$ cat src/rtl/burst_seq_pkg.sv
// Shared types for the burst address sequencer.
// Assumes a fixed four-beat burst, so the burst offset is two bits wide.
package burst_seq_pkg;
    localparam int OFS_W = 2;

    typedef logic [OFS_W-1:0] ofs_t;

    typedef enum logic [1:0] {
        ACT_HOLD  = 2'd0,
        ACT_LOAD  = 2'd1,
        ACT_DESEL = 2'd2,
        ACT_STEP  = 2'd3
    } seq_act_t;
endpackage

$ cat src/rtl/burst_strobe_arbiter.sv
// Decides what the sequencer does at each edge, based on the strobes,
// the selects and advance. The processor strobe needs only the primary
// select and wins over the controller strobe. The controller strobe needs
// both selects; without them it deselects the block.
// Assumes that all inputs are already synchronous to the clock.
module burst_strobe_arbiter
    import burst_seq_pkg::*;
(
    input  logic     strobe_proc_n,
    input  logic     strobe_ctrl_n,
    input  logic     adv_n,
    input  logic     sel_n,
    input  logic     sel_hi,
    input  logic     active,
    output seq_act_t act
);
    logic proc_take;
    logic ctrl_take;

    // Qualifies each strobe with the selects it depends on.
    always_comb begin
        proc_take = !strobe_proc_n && !sel_n;
        ctrl_take = !strobe_ctrl_n && !sel_n && sel_hi;
    end

    // Chooses one action, in priority order.
    always_comb begin
        act = ACT_HOLD;
        if (proc_take) begin
            act = ACT_LOAD;
        end else if (!strobe_ctrl_n) begin
            act = ctrl_take ? ACT_LOAD : ACT_DESEL;
        end else if (active && !adv_n) begin
            act = ACT_STEP;
        end
    end
endmodule

$ cat src/rtl/burst_step_counter.sv
// Holds the burst state: start offset, step count, captured order and the
// active flag. A load seeds the start offset from the low address bits and
// clears the step count. A step adds one modulo the burst length.
// Assumes that act comes from burst_strobe_arbiter.
module burst_step_counter
    import burst_seq_pkg::*;
(
    input  logic     clk,
    input  logic     rst_n,
    input  seq_act_t act,
    input  ofs_t     start_in,
    input  logic     order_in,
    output ofs_t     start_q,
    output ofs_t     step_q,
    output logic     order_q,
    output logic     active_q
);
    // Updates the burst state at each edge; reset selects interleaved order.
    always_ff @(posedge clk) begin
        if (!rst_n) begin
            start_q  <= '0;
            step_q   <= '0;
            order_q  <= 1'b1;
            active_q <= 1'b0;
        end else begin
            case (act)
                ACT_LOAD: begin
                    start_q  <= start_in;
                    step_q   <= '0;
                    order_q  <= order_in;
                    active_q <= 1'b1;
                end
                ACT_DESEL: active_q <= 1'b0;
                ACT_STEP:  step_q   <= step_q + ofs_t'(1);
                default:   ;
            endcase
        end
    end
endmodule

$ cat src/rtl/burst_order_map.sv
// Turns the start offset and step count into the current offset.
// Linear order adds them modulo the burst length; interleaved order XORs them.
// Purely combinational.
module burst_order_map
    import burst_seq_pkg::*;
(
    input  ofs_t start_q,
    input  ofs_t step_q,
    input  logic order_q,
    output ofs_t ofs
);
    // Chooses the ordering rule given by the captured order bit.
    always_comb begin
        if (order_q) ofs = start_q ^ step_q;
        else         ofs = start_q + step_q;
    end
endmodule

$ cat src/rtl/burst_addr_seq.sv
// Top level of the burst address sequencer. It registers the upper address
// bits at each load and joins them with the mapped burst offset.
// Assumes ADDR_W is larger than the offset width.
module burst_addr_seq
    import burst_seq_pkg::*;
#(
    parameter int ADDR_W = 20
) (
    input  logic              clk,
    input  logic              rst_n,
    input  logic [ADDR_W-1:0] addr_in,
    input  logic              strobe_proc_n,
    input  logic              strobe_ctrl_n,
    input  logic              adv_n,
    input  logic              sel_n,
    input  logic              sel_hi,
    input  logic              order_ilv,
    output logic [ADDR_W-1:0] addr_out,
    output logic [1:0]        burst_pos,
    output logic              active
);
    localparam int HI_W = ADDR_W - OFS_W;

    seq_act_t        act;
    ofs_t            start_q;
    ofs_t            step_q;
    ofs_t            ofs;
    logic            order_q;
    logic            active_q;
    logic [HI_W-1:0] base_q;

    burst_strobe_arbiter u_arb (
        .strobe_proc_n (strobe_proc_n),
        .strobe_ctrl_n (strobe_ctrl_n),
        .adv_n         (adv_n),
        .sel_n         (sel_n),
        .sel_hi        (sel_hi),
        .active        (active_q),
        .act           (act)
    );

    burst_step_counter u_cnt (
        .clk      (clk),
        .rst_n    (rst_n),
        .act      (act),
        .start_in (addr_in[OFS_W-1:0]),
        .order_in (order_ilv),
        .start_q  (start_q),
        .step_q   (step_q),
        .order_q  (order_q),
        .active_q (active_q)
    );

    burst_order_map u_map (
        .start_q (start_q),
        .step_q  (step_q),
        .order_q (order_q),
        .ofs     (ofs)
    );

    // Captures the upper address bits, which stay fixed for the whole burst.
    always_ff @(posedge clk) begin
        if (!rst_n)              base_q <= '0;
        else if (act == ACT_LOAD) base_q <= addr_in[ADDR_W-1:OFS_W];
    end

    // Drives the outputs from the registered state.
    always_comb begin
        addr_out  = {base_q, ofs};
        burst_pos = step_q;
        active    = active_q;
    end
endmodule

$ cat config.mk
export PLATFORM = sky130hd
export DESIGN_NAME = burst_addr_seq
export DESIGN_NICKNAME = d
export VERILOG_FILES = /design/src/rtl/burst_seq_pkg.sv /design/src/rtl/burst_strobe_arbiter.sv /design/src/rtl/burst_step_counter.sv /design/src/rtl/burst_order_map.sv /design/src/rtl/burst_addr_seq.sv
export SDC_FILE = /design/constraint.sdc
export NUM_CORES = 1
export LEC_CHECK = 0
export BUFFER_PORTS_ARGS = -buffer_cell sky130_fd_sc_hd__buf_2
export CORE_AREA = 3 3 48 59
export DETAILED_ROUTE_END_ITERATION = 7
export DIE_AREA = 0 0 51 62
export GPL_TIMING_DRIVEN = 1
export PLACE_DENSITY = 0.8
export SETUP_SLACK_MARGIN = 0.02
export SLEW_MARGIN = 20
export SYNTH_ARGS = -nofsm -noshare
export SYNTH_HDL_FRONTEND = slang
export SYNTH_HIERARCHICAL = 1
export SYNTH_SLANG_ARGS = --single-unit
$ cat constraint.sdc
create_clock -name clk -period 2.65 [get_ports clk]
set_clock_uncertainty 0.2 [all_clocks]
set_input_delay 0.265 -clock clk [delete_from_list [all_inputs] [get_ports clk]]
set_output_delay 0.265 -clock clk [all_outputs]
set_load 0.005 [all_outputs]
==> results of run 1 <==
power by group through the flow:
stage	Combinational, uW	Clock [uW]	Sequential (uW)
6_report	153	190	400
5_1_grt	171	210	403
4_1_cts	150	197	400
3_5_place_dp	135	0	408
3_3_place_gp	129	0	406
2_1_floorplan	92.0	0	408
final cells by class:
class	count	area share
multi-input cells	83	0.362
repair buffers	66	0.268
clock buffers	4	0.0237
well taps	31	0.0253
flip-flops and latches	24	0.314
inverters	3	0.00735
per-layer routing:
layer	global-route usage	up-vias
met5	0	-
met4	0.0769	0
met1	0.163	469
li1	-	505
met2	0.352	44
met3	0.0263	6
synth_stat cells:
cell type,count
a21boi_0,1
a21oi_1,1
a21oi_2,1
buf_12,2
buf_2,3
buf_4,1
buf_6,1
dfxtp_1,24
ha_1,4
inv_1,3
mux2_2,1
mux2i_1,21
nand2_1,39
nand2b_1,2
nand4b_1,1
nor2b_1,4
nor2b_4,1
nor3b_1,1
o21a_1,1
o21ai_2,1
o21bai_1,1
or2_1,1
xnor2_1,2
worst max path at each step:
stage / start / to / slack [ns] / depth (start not counted)
after floorplan: u_cnt/active_q / u_cnt/step_q[1] / 0.87 / 7
after detailed placement: strobe_ctrl_n / base_q[0] / 0.57 / 6
after global routing: u_cnt/active_q / base_q[3] / 0.58 / 4
final: u_cnt/active_q / base_q[9] / 0.76 / 4
after global placement: strobe_ctrl_n / base_q[8] / 0.67 / 6
after CTS: u_cnt/active_q / base_q[0] / 0.71 / 4
kinds of logic (layout without fill, tap and decap cells):
family,after synthesis,after routing,share of synthesized area
compound gates,6,6,0.0402
mux,22,22,0.198
fa+ha+maj,4,4,0.0447
xor+xnor,2,2,0.0156
buf+inv,10,73,0.0760
flops,24,24,0.429
simple gates,49,49,0.197
worst min-delay path: cells and delay by family:
family	cells	cell delay [ns]
simple gates	1	0.05
buf+inv	1	0.10
mux	1	0.06
state kept, by name, summed over array words and instances, names as in the netlist:
signal and cells:
u_cnt/order_q 1, u_cnt/active_q 1, u_cnt/step_q 2, u_cnt/start_q 2, base_q 18
through the flow:
stage          utilization  worst slack, ns
2_1_floorplan            -            0.865
3_3_place_gp         0.579            0.671
3_5_place_dp         0.579            0.569
4_1_cts              0.651            0.710
5_1_grt              0.664            0.581
6_report             0.664            0.764
==> impl_metrics.py, run 1 <==
metrics = {
    "floorplan": {
        "die_x_um": 51,
        "rows": 19,
        "io_pins": 51,
        "coreArea_sq_mm": 0.00231,
        "die_h_um": 62,
        "start_util": 0.486,
        "dieArea_sq_mm": 0.00316,
    },
    "cells_and_area": {
        "final_area_sq_mm": 0.00153,
        "drive_above_1_share": 0.322,
        "final_cell_mix": "buf_2, nand2_1, dfxtp_1",
        "final_common_cell": "buf_2",
        "fillCellCount": 188,
        "area_delta_synth_final_pct": 36.8,
        "diodes": 0,
        "nets": 213,
        "final_cell_count_no_fill": 211,
        "seqCellArea_sq_um": 480,
        "multi_input_area_sq_um": 554,
    },
    "global_routing": {
        "grt_pass1_vias": 982,
        "grt_pass1_wl_um": 4060,
        "gr-usage-all-layers": 0.170,
        "grt_overflow": 0,
        "antenna_found_initial": 0,
        "grt_max_degree": 44,
    },
    "sta": {
        "fin_crit_ns": 1.89,
        "fin_crit_sh": 0.712,
        "tightest_slew_ns": 0.659,
        "setup_viol": 0,
        "tns_ns": 0,
        "hold_viol": 0,
        "slew-limit-headroom": 0.561,
        "drv_slew": 0,
        "fin_hold_ws_ns": 0.00656,
        "rsz0062_at_grt": "no",
        "max_freq_mhz": 530,
    },
    "cts": {
        "clkSinkCount": 24,
        "cts_root_buffer": "clkbuf_4",
        "cts_buffer_depth": 2,
        "ctsHoldBuffers": 13,
        "numCtsBuffers": 3,
        "clkTransAtPathRegs_ns": 0.13,
        "insertion_delay_ns": 0.30,
        "cts_resized": 0,
        "cts_setup_buffers": 0,
        "cts_tree": "done",
        "h-tree-depth": 1,
    },
    "power": {
        "p_int_uw": 553,
        "seqPwrFrac": 0.539,
        "p_leak_uw": 0.000737,
        "switching_power_uw": 189,
        "ir_drop_mv": 0.294,
        "netSwitchingFraction": 0.255,
        "pwr_density_cell_mw_per_mm2": 484,
        "finalPower_uw": 742,
        "p_clk_frac": 0.256,
        "p_comb_frac": 0.206,
    },
    "hold_path": {
        "min_path_cells": 3,
        "holdCritPathClass": "input pin to flip-flop",
        "min_to": "base_q[12]",
        "hp-start": "addr_in[14]",
    },
    "detailed_routing": {
        "vias": 1024,
        "highest_layer": "met4",
        "drcViolationCount": 0,
        "antenna_left": 0,
        "wl_met1_um": 980,
        "dr.first_iter.drc_count": 5,
        "wire_per_inst_um": 12.3,
        "avgViaCountPerCell": 4.85,
        "first_pass_iters": 4,
        "drt-total-wl_um": 2600,
        "wl_met2_um": 1410,
        "dr_wl_met3_um": 163,
    },
    "setup_path": {
        "slowest_stage": "nor2b_4",
        "reg2reg_from": "u_cnt/active_q",
        "crit-reg2reg-capture": "base_q[9]",
        "reg2reg_slack_ns": 0.76,
        "cp-start-kind": "flip-flop",
        "crit_family": "simple AND/OR/NAND/NOR gates",
        "cp_num_buf_inv": 0,
        "cp-end-kind": "flip-flop",
        "max_stage_delay_ns": 0.63,
        "cp_data_arrival_time_ns": 1.93,
        "r2r_cells": 4,
        "critical_path_class": "flip-flop to flip-flop",
        "path_cells": "nand2b_1, o21bai_1, nor2b_4, mux2i_1",
        "critical_path_required_ns": 2.69,
        "path_max_fanout": 18,
    },
    "logic_synthesis": {
        "netlist.area_leader.share": 0.429,
        "synth_nets": 149,
        "ys_warn_count": 6,
        "yosys_register_bits": 24,
        "syn_avg_cell_area_sq_um": 9.57,
        "ys_top_cells_by_area": "dfxtp_1, mux2i_1, nand2_1",
        "synth-seq-area-share": 0.429,
        "yosys.area.top_type": "dfxtp_1",
        "syn_inst": 117,
        "synthDistinctLibCells": 23,
        "syn_area_sq_mm": 0.00112,
    },
    "job": {
        "cap_viol_max_count": 0,
    },
    "place": {
        "dpl_cell_area_sq_mm": 0.00134,
        "placed_cells": 191,
        "dp_hpwl_um": 1770,
        "portBuffers": 50,
        "place_congestion": 0.663,
    },
    "status": {
        "status": "completed",
    },
}
Note: power is estimated with default switching activity, not from simulation.
==> run 2: changes to the inputs <==
--- a/config.mk
+++ b/config.mk
@@ -5,12 +5,13 @@
 export SDC_FILE = /design/constraint.sdc
 export NUM_CORES = 1
 export LEC_CHECK = 0
+export ABC_AREA = 1
 export BUFFER_PORTS_ARGS = -buffer_cell sky130_fd_sc_hd__buf_2
-export CORE_AREA = 3 3 48 59
+export CORE_AREA = 3 3 52 63
 export DETAILED_ROUTE_END_ITERATION = 7
-export DIE_AREA = 0 0 51 62
+export DIE_AREA = 0 0 55 66
 export GPL_TIMING_DRIVEN = 1
-export PLACE_DENSITY = 0.8
+export PLACE_DENSITY = 0.75
 export SETUP_SLACK_MARGIN = 0.02
 export SLEW_MARGIN = 20
 export SYNTH_ARGS = -nofsm -noshare
==> constraint.sdc (replaced) <==
create_clock -name clk -period 1.9 [get_ports clk]
set_clock_uncertainty 0.2 [all_clocks]
set_input_delay 0.19 -clock clk [delete_from_list [all_inputs] [get_ports clk]]
set_output_delay 0.19 -clock clk [all_outputs]
set_load 0.005 [all_outputs]
==> run 2 against run 1 <==
  * Worst setup slack worse by 0.57 ns
  * Cell area is 14% higher
  * Die area is 15% higher
==> impl_metrics.py, run 2 <==
metrics = {
    "logic_synthesis": {
        "syn_avg_cell_area_sq_um": 6.91,
        "yosys.area.top_type": "dfxtp_1",
        "ys_top_cells_by_area": "dfxtp_1, nor2_1, nand2_1",
        "synth-seq-area-share": 0.384,
        "synthDistinctLibCells": 17,
        "yosysMostFrequentCell": "nor2_1",
        "synth_edf_count": 0,
        "ys_warn_count": 6,
        "netlist.area_leader.share": 0.384,
        "syn_area_sq_mm": 0.00125,
        "async_reset_ff_frac": 0,
        "yosys_register_bits": 24,
        "synth_nets": 213,
        "yosys-top-cells-count": "nor2_1, nand2_1, inv_1, dfxtp_1, nand3_1",
        "syn_inst": 181,
        "synth_ff_type": "dfxtp_1",
    },
    "setup_path": {
        "cp-start-kind": "flip-flop",
        "reg2reg_from": "u_cnt/active_q",
        "path_cells": "ha_1, inv_1, nor2_1, nand3_1, nand2_1, inv_1, buf_2",
        "r2r_cells": 8,
        "critical_path_class": "flip-flop to primary output",
        "crit_path_start": "u_cnt/step_q[0]",
        "crit_family": "flip-flops",
        "cp_num_buf_inv": 3,
        "path_max_fanout": 4,
        "max_stage_delay_ns": 0.41,
        "slowest_stage": "dfxtp_1",
        "cp_data_arrival_time_ns": 1.31,
        "critical_path_required_ns": 1.51,
        "cpMostUsedCell": "inv_1",
        "cp-end-kind": "primary output",
        "crit-reg2reg-capture": "u_cnt/start_q[0]",
        "reg2reg_slack_ns": 0.36,
    },
    "detailed_routing": {
        "avgViaCountPerCell": 4.40,
        "first_pass_iters": 4,
        "wire_per_inst_um": 9.75,
        "dr.first_iter.drc_count": 24,
        "antenna_left": 0,
        "vias": 1259,
        "drcViolationCount": 0,
        "drt-total-wl_um": 2790,
    },
    "cts": {
        "insertion_delay_ns": 0.30,
        "cts_root_buffer": "clkbuf_4",
        "cts_setup_buffers": 0,
        "clkSinkCount": 24,
        "cts_tree": "done",
        "cts_buffer_depth": 2,
        "clkTransAtPathRegs_ns": 0.13,
        "cts_resized": 0,
        "numCtsBuffers": 3,
        "ctsHoldBuffers": 21,
        "h-tree-depth": 1,
    },
    "global_routing": {
        "antenna_found_initial": 0,
        "grt_overflow": 0,
        "gr-usage-all-layers": 0.168,
        "grt_pass1_wl_um": 4590,
        "grt_max_degree": 25,
        "grt_pass1_vias": 1152,
    },
    "power": {
        "p_int_uw": 817,
        "p_leak_uw": 0.000986,
        "switching_power_uw": 335,
        "p_comb_frac": 0.272,
        "p_clk_frac": 0.226,
        "seqPwrFrac": 0.502,
        "pwr_density_cell_mw_per_mm2": 658,
        "finalPower_uw": 1150,
        "ir_drop_mv": 0.359,
        "netSwitchingFraction": 0.291,
    },
    "sta": {
        "setup_viol": 0,
        "max_freq_mhz": 587,
        "fin_crit_sh": 0.897,
        "tns_ns": 0,
        "hold_viol": 0,
        "rsz0062_at_grt": "no",
        "fin_crit_ns": 1.70,
        "tightest_slew_ns": 0.415,
        "slew-limit-headroom": 0.723,
        "drv_slew": 0,
    },
    "floorplan": {
        "die_x_um": 55,
        "start_util": 0.449,
        "coreArea_sq_mm": 0.00279,
        "io_pins": 51,
        "dieArea_sq_mm": 0.00363,
        "rows": 21,
        "die_h_um": 66,
    },
    "place": {
        "dp_hpwl_um": 1860,
        "portBuffers": 50,
        "place_congestion": 0.786,
    },
    "hold_path": {
        "min_to": "u_cnt/order_q",
        "min_path_cells": 2,
        "hp-start": "rst_n",
        "holdCritPathClass": "input pin to flip-flop",
    },
    "status": {
        "status": "completed",
    },
    "cells_and_area": {
        "final_common_cell": "buf_2",
        "largest-register": "base_q",
        "diodes": 0,
        "area_delta_synth_final_pct": 39.8,
        "drive_above_1_share": 0.286,
        "largest_reg_flops": 18,
        "final_cell_mix": "buf_2, nor2_1, nand2_1",
        "nets": 285,
        "top_regs": "base_q x18, u_cnt/start_q x2, u_cnt/step_q x2",
    },
    "job": {
        "cap_viol_max_count": 0,
    },
}
## run 2: cell types whose count changed after synthesis, sizes merged, moves of 2 or more
cell    change
nor2       +46
inv        +31
nand3      +22
mux2i      -21
nor2b       -5
o21ai       +3
buf         -2
nand2b      -2
xnor2       -2
## run 2: cell type report
type / instances / area (sq um)
fill: 280 / 1040
clock buffer: 4 / 36.3
sequential: 24 / 480
inverter: 34 / 130
tap: 34 / 42.5
multi-input combinational: 117 / 584
timing repair buffer: 73 / 475
## run 2: how the worst max path moves through the flow
| stage | to | slack (ns) | depth (start not counted) |
|---|---|---|---|
| final | addr_out[1] | 0.20 | 7 |
| after detailed placement | u_cnt/active_q | 0.37 | 11 |
| after global routing | addr_out[1] | 0.05 | 7 |
| after CTS | addr_out[1] | 0.17 | 7 |
| after floorplan | u_cnt/start_q[0] | 0.27 | 8 |
| after global placement | u_cnt/active_q | 0.40 | 11 |
## run 2: power groups by stage
stage | clock network, uW | registers [uW] | logic, uW
global route | 290 | 586 | 362
floorplan | 0 | 593 | 186
global placement | 0 | 589 | 277
CTS | 272 | 579 | 315
detailed placement | 0 | 590 | 282
finish | 260 | 578 | 314
## run 2: layer usage
layer / vias to the layer above / wire (um) / GRT usage
li1: 676 / - / -
met1: 544 / 1160 / 0.187
met2: 33 / 1420 / 0.308
met3: 6 / 150 / 0.0203
met4: 0 / 56 / 0.0638
met5: - / 0 / 0
## run 2: cells by family after synthesis
group	after synthesis	share of synthesized area
DFF	24	0.384
and+or+nand+nor	107	0.400
buffers and inverters	40	0.149
adders and majority gates	4	0.0400
AOI/OAI and AO/OA	6	0.0270
## run 2: metrics by stage
step | worst slack (ns) | hold WS, ns | std cells | area (sq um) | utilization
after floorplan | 0.265 | 0.0741 | 181 | 1250 | -
after global placement | 0.400 | 0.213 | 261 | 1500 | 0.540
after detailed placement | 0.373 | 0.213 | 261 | 1500 | 0.540
after CTS | 0.171 | 0.0816 | 286 | 1750 | 0.628
after global routing | 0.0480 | 0.101 | 286 | 1750 | 0.628
final | 0.196 | 0.0830 | 286 | 1750 | 0.628
==> run 3: changes to the inputs <==
==> constraint.sdc (replaced) <==
create_clock -name clk -period 1.73 [get_ports clk]
set_clock_uncertainty 0.2 [all_clocks]
set_input_delay 0.173 -clock clk [delete_from_list [all_inputs] [get_ports clk]]
set_output_delay 0.173 -clock clk [all_outputs]
set_load 0.005 [all_outputs]
==> run 3 against run 2 <==
  * Register-to-register slack lost 0.22 ns
  * Worst hold slack lost 0.0066 ns
  * Count of clock-buffer cells in the layout shrank 1
  * Critical path depth grew 1
  * Largest power group unchanged
==> impl_metrics.py, run 3 (synthesized netlist as in run 2, its figures left out) <==
metrics = {
    "power": {
        "p_clk_frac": 0.285,
        "finalPower_uw": 1380,
        "switching_power_uw": 374,
        "pwr_density_cell_mw_per_mm2": 773,
        "ir_drop_mv": 0.627,
        "p_comb_frac": 0.251,
        "p_int_uw": 1000,
        "p_leak_uw": 0.000993,
        "seqPwrFrac": 0.463,
        "netSwitchingFraction": 0.271,
    },
    "hold_path": {
        "hp-start": "rst_n",
        "holdCritPathClass": "input pin to flip-flop",
    },
    "setup_path": {
        "crit_path_start": "u_cnt/active_q",
        "cp_data_arrival_time_ns": 1.59,
        "path_cells": "nand2_1, nand2_1, nand2_1, nor2_2, inv_1, ha_1, o21ai_0, nor2_1",
        "cp-end-kind": "flip-flop",
        "critical_path_required_ns": 1.73,
        "max_stage_delay_ns": 0.39,
        "slowest_stage": "dfxtp_1",
        "cpMostUsedCell": "nand2_1",
        "critical_path_class": "flip-flop to flip-flop",
        "crit_family": "flip-flops",
        "cp_num_buf_inv": 1,
        "reg2reg_from": "u_cnt/active_q",
        "cp-start-kind": "flip-flop",
        "path_max_fanout": 5,
    },
    "detailed_routing": {
        "first_pass_iters": 4,
        "dr.first_iter.drc_count": 29,
        "antenna_left": 0,
        "avgViaCountPerCell": 4.40,
        "drcViolationCount": 0,
        "wire_per_inst_um": 9.81,
        "vias": 1258,
        "drt-total-wl_um": 2810,
    },
    "cells_and_area": {
        "drive_above_1_share": 0.302,
        "nets": 285,
        "final_cell_count_no_fill": 286,
        "final_common_cell": "buf_2",
        "area_delta_synth_final_pct": 42.6,
        "final_cell_mix": "buf_2, nor2_1, nand2_1",
        "largest_reg_flops": 18,
        "diodes": 0,
        "largest-register": "base_q",
        "fillCellCount": 282,
        "top_regs": "base_q x18, u_cnt/start_q x2, u_cnt/step_q x2",
    },
    "cts": {
        "h-tree-depth": 1,
        "insertion_delay_ns": 0.30,
        "numCtsBuffers": 3,
        "cts_setup_buffers": 0,
        "clkTransAtPathRegs_ns": 0.12,
        "clkSinkCount": 24,
        "cts_tree": "done",
        "cts_buffer_depth": 2,
        "cts_root_buffer": "clkbuf_4",
    },
    "floorplan": {
        "dieArea_sq_mm": 0.00363,
        "die_x_um": 55,
        "die_h_um": 66,
        "io_pins": 51,
        "coreArea_sq_mm": 0.00279,
        "start_util": 0.449,
        "rows": 21,
    },
    "place": {
        "place_congestion": 0.788,
        "dp_hpwl_um": 1860,
        "post-place-ws_ns": 0.222,
        "portBuffers": 50,
        "placed_cells": 261,
    },
    "global_routing": {
        "gr-usage-all-layers": 0.167,
        "antenna_found_initial": 0,
        "grt_max_degree": 25,
        "grt_pass1_wl_um": 4550,
        "grt_overflow": 0,
        "grt_pass1_vias": 1138,
    },
    "sta": {
        "max_freq_mhz": 630,
        "layout_setup_ws_ns": 0.142,
        "drv_slew": 0,
        "fin_crit_ns": 1.59,
        "fin_hold_ws_ns": 0.0765,
        "fin_crit_sh": 0.918,
        "slew-limit-headroom": 0.710,
        "hold_viol": 0,
        "tns_ns": 0,
        "setup_viol": 0,
        "tightest_slew_ns": 0.435,
    },
    "status": {
        "status": "completed",
    },
    "job": {
        "cap_viol_max_count": 0,
    },
}
run 3: worst paths after layout:
check                           to  slack [ns]  depth (start not counted)
setup reg to reg  u_cnt/start_q[0]        0.14                          8
setup / recovery  u_cnt/start_q[0]        0.14                          8
hold reg to reg    u_cnt/step_q[1]        0.29                          1
hold / removal       u_cnt/order_q        0.08                          2
run 3: routing by layer:
layer / GRT usage / wire (um) / vias up
met4: 0.0608 / 17 / 0
met2: 0.294 / 1390 / 29
met5: 0 / 0 / -
met1: 0.196 / 1270 / 549
li1: - / - / 678
met3: 0.0271 / 134 / 2
run 3: through the flow:
stage / area [sq um] / util
detailed placement: 1500 / 0.540
CTS: 1770 / 0.634
finish: 1780 / 0.641
global route: 1780 / 0.641
global placement: 1500 / 0.540
floorplan: 1250 / -
run 3: timing repair:
action                                  in CTS  in global routing
hold buffers                                21                  0
resized for setup                            0                  6
endpoints found under the hold margin       21                  0
endpoints found under the setup margin       0                  1
run 3: power by group through the flow:
stage | clock (uW) | combinational, uW | sequential (uW)
after CTS | 409 | 346 | 637
final | 393 | 347 | 638
after detailed placement | 0 | 309 | 649
after global routing | 435 | 400 | 646
after global placement | 0 | 305 | 647
after floorplan | 0 | 204 | 651
run 3: area by class of cell:
cell class                      count  area (sq um)  share of cell area
Multi-Input combinational cell    117           597               0.335
Tap cell                           34          42.5              0.0238
Timing Repair Buffer               73           475               0.266
Clock buffer                        3          22.5              0.0126
Clock inverter                      1          30.0              0.0168
Sequential cell                    24           487               0.273
Inverter                           34           130              0.0729
run 3: worst register-to-register path: stages (launching register included):
cell	delay [ns]
dfxtp_1	0.39
nand2_1	0.07
nand2_1	0.05
nand2_1	0.05
nor2_2	0.14
inv_1	0.06
ha_1	0.23
o21ai_0	0.24
nor2_1	0.07
